==> src/rtl/seg_xlate_pkg.sv <==
package seg_xlate_pkg;

    localparam int XL_LOG_W  = 16;
    localparam int XL_PHY_W  = 19;
    localparam int XL_PAGE_W = 4;
    localparam int XL_REG_W  = 8;
    localparam int XL_OFF_W  = XL_LOG_W - XL_PAGE_W;
    localparam int XL_BASE_W = XL_PHY_W - XL_OFF_W;
    localparam int XL_SEL_W  = 2;

    typedef enum logic [1:0] {
        AREA_LOW  = 2'd0,
        AREA_MID  = 2'd1,
        AREA_HIGH = 2'd2
    } area_e;

    typedef struct packed {
        logic [XL_REG_W-1:0] lim;
        logic [XL_REG_W-1:0] hbase;
        logic [XL_REG_W-1:0] mbase;
    } xl_regs_t;

    typedef struct packed {
        logic                valid;
        logic [XL_PHY_W-1:0] addr;
        area_e               area;
    } xl_out_t;

endpackage

==> src/rtl/seg_xlate_regs.sv <==
module seg_xlate_regs
    import seg_xlate_pkg::*;
#(
    parameter logic [XL_REG_W-1:0] RST_LIM = 8'hF0
) (
    input  logic                 clk,
    input  logic                 rst_n,
    input  logic                 we,
    input  logic [XL_SEL_W-1:0]  sel,
    input  logic [XL_REG_W-1:0]  wdata,
    output logic [XL_REG_W-1:0]  rdata,
    output xl_regs_t             regs
);

    xl_regs_t r_d, r_q;

    always_comb begin
        r_d = r_q;
        if (we) begin
            unique case (sel)
                2'd0:    r_d.lim   = wdata;
                2'd1:    r_d.hbase = wdata;
                2'd2:    r_d.mbase = wdata;
                default: r_d       = r_q;
            endcase
        end
    end

    always_ff @(posedge clk or negedge rst_n) begin
        if (!rst_n) begin
            r_q.lim   <= RST_LIM;
            r_q.hbase <= '0;
            r_q.mbase <= '0;
        end else begin
            r_q <= r_d;
        end
    end

    always_comb begin
        unique case (sel)
            2'd0:    rdata = r_q.lim;
            2'd1:    rdata = r_q.hbase;
            2'd2:    rdata = r_q.mbase;
            default: rdata = '0;
        endcase
    end

    assign regs = r_q;

endmodule

==> src/rtl/seg_xlate_classify.sv <==
module seg_xlate_classify
    import seg_xlate_pkg::*;
(
    input  logic [XL_PAGE_W-1:0] page,
    input  logic [XL_REG_W-1:0]  lim,
    output area_e                area
);

    logic [XL_PAGE_W-1:0] hi_lim;
    logic [XL_PAGE_W-1:0] lo_lim;

    assign hi_lim = lim[XL_REG_W-1 -: XL_PAGE_W];
    assign lo_lim = lim[XL_PAGE_W-1:0];

    // Upper window test first: it wins when the limits overlap.
    always_comb begin
        if (page >= hi_lim)      area = AREA_HIGH;
        else if (page >= lo_lim) area = AREA_MID;
        else                     area = AREA_LOW;
    end

endmodule

==> src/rtl/seg_xlate_reloc.sv <==
module seg_xlate_reloc
    import seg_xlate_pkg::*;
(
    input  logic [XL_LOG_W-1:0]  laddr,
    input  area_e                area,
    input  logic [XL_BASE_W-1:0] hbase,
    input  logic [XL_BASE_W-1:0] mbase,
    output logic [XL_PHY_W-1:0]  paddr
);

    logic [XL_PAGE_W-1:0] page;
    logic [XL_BASE_W-1:0] page_x;
    logic [XL_BASE_W-1:0] base_sel;
    logic [XL_BASE_W-1:0] upper;

    assign page   = laddr[XL_LOG_W-1 -: XL_PAGE_W];
    assign page_x = XL_BASE_W'(page);

    always_comb begin
        unique case (area)
            AREA_HIGH: base_sel = hbase;
            AREA_MID:  base_sel = mbase;
            default:   base_sel = '0;
        endcase
        upper = base_sel + page_x;
        paddr = {upper, laddr[XL_OFF_W-1:0]};
    end

endmodule

==> src/rtl/seg_xlate.sv <==
module seg_xlate
    import seg_xlate_pkg::*;
#(
    parameter bit                  REGISTERED = 1'b1,
    parameter logic [XL_REG_W-1:0] RST_LIM    = 8'hF0
) (
    input  logic                 clk,
    input  logic                 rst_n,
    input  logic                 cfg_we,
    input  logic [XL_SEL_W-1:0]  cfg_sel,
    input  logic [XL_REG_W-1:0]  cfg_wdata,
    output logic [XL_REG_W-1:0]  cfg_rdata,
    input  logic                 log_valid,
    input  logic [XL_LOG_W-1:0]  log_addr,
    output logic                 phy_valid,
    output logic [XL_PHY_W-1:0]  phy_addr,
    output logic [1:0]           phy_area
);

    xl_regs_t             regs;
    area_e                area_c;
    logic [XL_PHY_W-1:0]  paddr_c;
    logic [XL_REG_W-1:0]  lim_w;
    xl_out_t              out_d;

    seg_xlate_regs #(.RST_LIM(RST_LIM)) u_regs (
        .clk   (clk),
        .rst_n (rst_n),
        .we    (cfg_we),
        .sel   (cfg_sel),
        .wdata (cfg_wdata),
        .rdata (cfg_rdata),
        .regs  (regs)
    );

    assign lim_w = regs.lim;

    seg_xlate_classify u_cls (
        .page (log_addr[XL_LOG_W-1 -: XL_PAGE_W]),
        .lim  (regs.lim),
        .area (area_c)
    );

    seg_xlate_reloc u_rel (
        .laddr (log_addr),
        .area  (area_c),
        .hbase (regs.hbase[XL_BASE_W-1:0]),
        .mbase (regs.mbase[XL_BASE_W-1:0]),
        .paddr (paddr_c)
    );

    always_comb begin
        out_d.valid = log_valid;
        out_d.addr  = paddr_c;
        out_d.area  = area_c;
    end

    generate
        if (REGISTERED) begin : g_reg
            xl_out_t out_q;
            always_ff @(posedge clk or negedge rst_n) begin
                if (!rst_n) begin
                    out_q.valid <= 1'b0;
                    out_q.addr  <= '0;
                    out_q.area  <= AREA_LOW;
                end else begin
                    out_q <= out_d;
                end
            end
            assign phy_valid = out_q.valid;
            assign phy_addr  = out_q.addr;
            assign phy_area  = out_q.area;
        end else begin : g_comb
            assign phy_valid = out_d.valid;
            assign phy_addr  = out_d.addr;
            assign phy_area  = out_d.area;
        end
    endgenerate

endmodule

==> config.mk <==
export PLATFORM = sky130hd
export DESIGN_NAME = seg_xlate
export DESIGN_NICKNAME = d
export VERILOG_FILES = /design/src/rtl/seg_xlate_pkg.sv /design/src/rtl/seg_xlate_regs.sv /design/src/rtl/seg_xlate_classify.sv /design/src/rtl/seg_xlate_reloc.sv /design/src/rtl/seg_xlate.sv
export SDC_FILE = /design/constraint.sdc
export NUM_CORES = 1
export LEC_CHECK = 0
export BUFFER_PORTS_ARGS = -buffer_cell sky130_fd_sc_hd__buf_2
export CAP_MARGIN = 20
export CELL_PAD_IN_SITES_DETAIL_PLACEMENT = 1
export CELL_PAD_IN_SITES_GLOBAL_PLACEMENT = 1
export CORE_MARGIN = 2
export CORE_UTILIZATION = 40
export CTS_CLUSTER_SIZE = 28
export DETAILED_ROUTE_END_ITERATION = 10
export PLACE_DENSITY_LB_ADDON = 0.1
export SETUP_SLACK_MARGIN = 0.5
export SKIP_LAST_GASP = 1
export SLEW_MARGIN = 20
export SYNTH_ARGS = -nofsm -noshare
export SYNTH_HDL_FRONTEND = slang
export SYNTH_SLANG_ARGS = --single-unit
==> constraint.sdc <==
create_clock -name clk -period 3.9 [get_ports clk]
set_input_delay 0.39 -clock clk [delete_from_list [all_inputs] [get_ports clk]]
set_output_delay 0.39 -clock clk [all_outputs]
set_load 0.01 [all_outputs]
# --- After elaboration in Yosys (flattened, before gate mapping) ---
# Cells that the tools add are included.
totals:
  elab_cells: 21
  output_inout_bits: 30
  reg_bits: 46
  in_bits: 30
classes:
  order_cmp: 2
  n_addsub: 1
  mux: 4
  n_eq_ne: 4
  reduce_logical: 4
op_table:
  columns: ["cell", "count"]
  rows:
  - ["8-bit one-hot mux with 3 select lines", 1]
  - ["7-bit one-hot mux with 2 select lines", 1]
  - ["4-bit greater-or-equal comparator", 2]
  - ["7-bit by 4-bit adder with 7-bit output", 1]
  - ["2-bit AND reduction", 3]
  - ["2-bit by 1-bit == test with 1-bit output (second input constant)", 2]
  - ["2-bit == test (second input constant)", 2]
  - ["2-bit logical NOT", 1]
  - ["2-bit 2-to-1 mux", 1]
  - ["1-bit 2-to-1 mux", 1]

# --- Depth between registers and ports, before layout ---
logic_depth:
  depth_word: 6
  ltp_mapped: 15
  mapped_depth_nobuf: 14

# --- Cells and area by module ---
# A second synthesis with hierarchy kept.
hier_totals:
  hier_cells: 173
  hier_area_um2: 2278.4
modules_own_cells:
  columns: ["mod", "n_inst", "area_each_um2", "seq_area_each_um2", "cells_per_inst"]
  rows:
  - ["seg_xlate_regs", 1, 1097.3, 605.6, 71]
  - ["seg_xlate", 1, 550.5, 550.5, 22]
  - ["seg_xlate_reloc", 1, 419.2, 0.0, 56]
  - ["seg_xlate_classify", 1, 211.5, 0.0, 24]

# --- Least setup slack after synthesis ---
# OpenSTA, ideal clock, no wires.
synth_path:
  kind: "input to register"
  start: "input log_addr[12]"
  end: "register g_reg.out_q (netlist bit phy_addr[18])"
  stages: 15
  setup_slack_ns: 1.044
  n_path_buf: 1
  t_arrival_ns: 2.727
  setup_time_ns: 0.129
  path_cell_list: "inv_1 > ha_1 > nand2b_4 > a2111o_1 > and3_1 > buf_6 > a22o_1 > ha_1 > inv_1 > fa_1 > inv_1 > a21o_1 > a21oi_1 > a221oi_1 > xnor2_1"
synth_between:
  elab_chain_cells: 6
  word_cells_on_any_way: 8
  cone_classes: "add/sub: 1; order compare: 2; eq/ne: 2; mux: 3"
synth_rtl:
  columns: ["element", "line", "text"]
  rows:
  - ["start, declared", "seg_xlate.sv:14", "input logic [XL_LOG_W-1:0] log_addr,"]
  - ["4-bit greater-or-equal comparator", "seg_xlate_classify.sv:18", "else if (page >= lo_lim) area = AREA_MID;"]
  - ["1-bit 2-to-1 mux", "seg_xlate_classify.sv:18", null]
  - ["2-bit 2-to-1 mux *", "seg_xlate_classify.sv:17", "if (page >= hi_lim) area = AREA_HIGH;"]
  - ["via area_c[0]", "seg_xlate.sv:21", "area_e area_c;"]
  - ["2-bit by 1-bit == test with 1-bit output / 2-bit == test (equally long branches)", "seg_xlate_reloc.sv:20", "unique case (area)"]
  - ["7-bit one-hot mux with 2 select lines *", "seg_xlate_reloc.sv:20", null]
  - ["7-bit by 4-bit adder with 7-bit output *", "seg_xlate_reloc.sv:25", "upper = base_sel + page_x;"]
  - ["via paddr_c[18]", "seg_xlate.sv:22", "logic [XL_PHY_W-1:0] paddr_c;"]
  - ["end signal, assigned", "seg_xlate.sv:67", "out_q <= out_d;"]
  - ["end, declared", "seg_xlate.sv:60", "xl_out_t out_q;"]
# The timed path passes the listed nets; every way through them passes the cells marked *.
# A chain may end at the register's enable or synchronous reset.

# --- Worst setup path in the final report ---
layout_path:
  start: "register, netlist name u_regs.regs[20]"
  end: "register g_reg.out_q (netlist bit phy_addr[18])"
layout_between:
  elab_chain_cells: 5
  word_cells_on_any_way: 6
  cone_classes: "add/sub: 1; order compare: 1; eq/ne: 2; mux: 2"
layout_rtl:
  columns: ["element", "line"]
  rows:
  - ["4-bit greater-or-equal comparator *", "seg_xlate_classify.sv:17"]
  - ["2-bit 2-to-1 mux *", "seg_xlate_classify.sv:17"]
  - ["2-bit by 1-bit == test with 1-bit output / 2-bit == test (equally long branches)", "seg_xlate_reloc.sv:20"]
  - ["7-bit one-hot mux with 2 select lines *", "seg_xlate_reloc.sv:20"]
  - ["7-bit by 4-bit adder with 7-bit output *", "seg_xlate_reloc.sv:25"]
  - ["via paddr_c[18]", "seg_xlate.sv:22"]
# Marks and branches as above.

==> metrics.md <==
| Metric | Value |
|---|---|
| Root Driver | clkbuf_8 |
| DRT Wirelength | 4990 µm |
| Sequential area share after synthesis | 55.3% |
| GRT busiest layer | met2 |
| Post-synth EDFFs | 0 |
| Status | completed |
| Fraction of layout cells with a size suffix above 1 | 42.0% |
| Final Net Count | 273 |
| Internal reg-to-reg setup slack | 0.73 ns |
| Effective utilization at floorplan | 41.2% |
| ANT cells | 0 |
| Worst slew pin tran | 0.830 ns |
| Die extent in y | 76.3 µm |
| GR Util met1 | 23.3% |
| CP Capture Type | flop |
| Yosys cell types | 33 |
| Ys flop type | dfrtp_1 |
| Residual DRC | 0 |
| Largest net degree at the start of global routing | 47 |
| Max-slew violation count | 0 |
| Post-DRT Antenna Nets | 0 |
| Clock Path Buffers | 2 |
| CP max FO | 6 |
| Crit-path cells | ha_1 > nor3b_1 > o21a_2 > and3_2 > a22o_1 > ha_1 > inv_1 > fa_1 > inv_1 > a21o_1 > a21oi_1 > a221oi_1 > xnor2_1 |
| Final Hold Vio Count | 0 |
| GR Util met3 | 4.38% |
| GR met2 Demand/Resource | 32.7% |
| WP data required | 4.12 ns |
| Post-synthesis cell area | 2090 µm² |
| Clock skew | 0.00478 ns |
| First drt pass iteration count | 3 |
| Register area | 1160 µm² |
| Area growth, synth to finish | 22.7% |
| CP Class | reg -> reg |
| Crit start category | flop |
| Fmax | 0.315 GHz |
| Period Utilization, post-route | 81.3% |
| Slew headroom | 44.5% |
| Hold crit path type | in -> async |
| Iteration-0 DRC count of the detailed router | 44 |
| Antenna violations before repair | 0 |
| Syn Nets | 210 |
| GP Congestion | 0.776 |
| Clk slew on worst S/H paths | 0.08 ns |
| RSZ-0062 raised after global routing | no |
| Setup violations, final | 0 |
| CTS tree | done |
| Pwr Total | 1.30 mW |
| WHS | 0.0293 ns |
| Max stage delay on crit path | 0.57 ns |
| Maximum VDD drop | 228 µV |
| Cells after Synth | 167 |
| Total number of vias | 1486 |
| Max Cap Violations | 0 |
| Wire per inst | 16.6 µm |
| Avg Inst Size Synth | 12.5 µm² |
| Grt total ovfl | 0 |
| Core Region | 5070 µm² |
| Final Critical Period | 3.17 ns |
| First-pass GRT wire length | 8540 µm |
| CTS Buf Count | 5 |
| Ys Warns | 0 |
| Sum Neg Setup Slack | 0 ns |
| CTS H-tree depth | 2 |
| I/O pin cnt | 60 |
| Postcts setup bufs | 0 |
| Critical Path AT | 3.39 ns |
| Port buffer count | 59 |
| Area of the multi-input gates | 856 µm² |
| Die width | 76.3 µm |
| Critical-path cell with the highest stage delay | dfstp_2 |
| Clock Sinks | 46 |
| R2R depth | 13 |
| Placed wire-length estimate | 3760 µm |
| Core Rows | 26 |
| Asr flop ratio synth | 100% |
| R2r endpoint | phy_addr[18] |
| Fillers | 587 |
| Routed vias/inst | 4.94 |
| Gr usage total | 18.7% |
| Critical R2R Launch | u_regs.regs[20] |
| Power per Cell Area | 509 nW/µm² |
| Clk_lat worst skew | 0.30 ns |
| Leakage power | 1.30 nW |
| Vias in the first global route | 1694 |
| Flops & latches, synth | 46 |
| Die area | 5820 µm² |
-- critical path: cells and delay by family (launching register included) --
kind / cells / cell delay (ns)
DFF: 1 / 0.57
and+or+nand+nor: 2 / 0.52
AOI/OAI and AO/OA: 5 / 0.89
adders and majority gates: 3 / 0.81
xor gates and xnor gates: 1 / 0.18
buffers and inverters: 2 / 0.13
-- cell type report --
cell class	instances	share of cell area (%)
Timing Repair Buffer	61	12.6
Multi-Input combinational cell	103	33.4
Tap cell	70	3.42
Clock inverter	1	0.195
Inverter	13	1.95
Sequential cell	46	45.1
Clock buffer	7	3.37
-- sequential cells by signal (all words and copies together), names as in the netlist --
name	count
phy_addr	19
phy_area	2
phy_valid	1
u_regs.regs	24
-- cell usage after synthesis, types with 2 or more instances --
cell type | count | area (µm²)
clkbuf_1 | 2 | 7.51
buf_2 | 2 | 10.0
o21ai_1 | 3 | 15.0
inv_1 | 12 | 45.0
nand2_1 | 19 | 71.3
xor2_1 | 2 | 17.5
a22o_1 | 3 | 26.3
mux2i_1 | 8 | 80.1
dfstp_2 | 4 | 105
xnor2_1 | 3 | 26.3
a21oi_1 | 4 | 20.0
ha_1 | 12 | 150
dfrtp_1 | 42 | 1050
a21o_1 | 3 | 22.5
nand4_1 | 2 | 12.5
mux2_2 | 18 | 203
o21ai_0 | 12 | 60.1
-- layout by cell type (no fill, tap or decap), types with 2 or more instances in the layout --
cell and instances:
buf_2 59, dfrtp_1 42, nand2_1 19, mux2_2 18
inv_1 12, o21ai_0 12, ha_1 12, mux2i_1 8
clkbuf_8 6, a21oi_1 4, dfstp_2 4, a22o_1 3
a21o_1 3, xnor2_1 3, o21ai_1 3, clkinv_2 2
nand4_1 2, xor2_1 2
-- where the power goes --
part	total (mW)	switching, mW	internal, mW	leakage (nW)
combinational	0.381	0.201	0.179	0.709
clock	0.300	0.156	0.143	0.0482
sequential	0.623	0.0495	0.574	0.540
-- how the worst max path moves through the flow --
stage / to / cells past startpoint / startpoint / slack [ns]
after floorplan: phy_addr[18] / 15 / log_addr[12] / 1.04
after detailed placement: phy_addr[18] / 15 / log_addr[12] / 0.55
final: phy_addr[18] / 13 / u_regs.regs[20] / 0.73
after CTS: phy_addr[18] / 13 / u_regs.regs[20] / 0.61
after global routing: phy_addr[18] / 14 / u_regs.regs[21] / 0.54
after global placement: phy_addr[18] / 15 / log_addr[12] / 0.84
-- through the flow --
| step | instances | setup slack (ns) | utilization [%] | instance area [µm²] |
|---|---|---|---|---|
| 2_1_floorplan | 167 | 1.04 | - | 2090 |
| 3_3_place_gp | 292 | 0.839 | 48.3 | 2450 |
| 3_5_place_dp | 292 | 0.552 | 48.3 | 2450 |
| 4_1_cts | 300 | 0.613 | 50.1 | 2540 |
| 5_1_grt | 301 | 0.540 | 50.5 | 2560 |
| 6_report | 301 | 0.730 | 50.5 | 2560 |
-- timing repair --
| item | CTS | global route |
|---|---|---|
| hold buffers | 0 | 0 |
| resized for setup | 0 | 1 |
| endpoints found under the setup margin | 0 | 1 |
-- cells by family after synthesis --
| family | Yosys count | share of synthesized area (%) |
|---|---|---|
| buf+inv | 18 | 3.77 |
| simple gates | 28 | 6.89 |
| mux | 26 | 13.5 |
| flops | 46 | 55.3 |
| compound gates | 31 | 10.2 |
| xor+xnor | 5 | 2.10 |
| fa+ha+maj | 13 | 8.14 |
-- per-layer routing --
layer  vias up  part of all wire, %
met5         -                    0
met2        38                   52
met4         0                 0.72
li1        701                    -
met3         4                  3.9
met1       743                   44
Power figures use the tool's default switching activity.
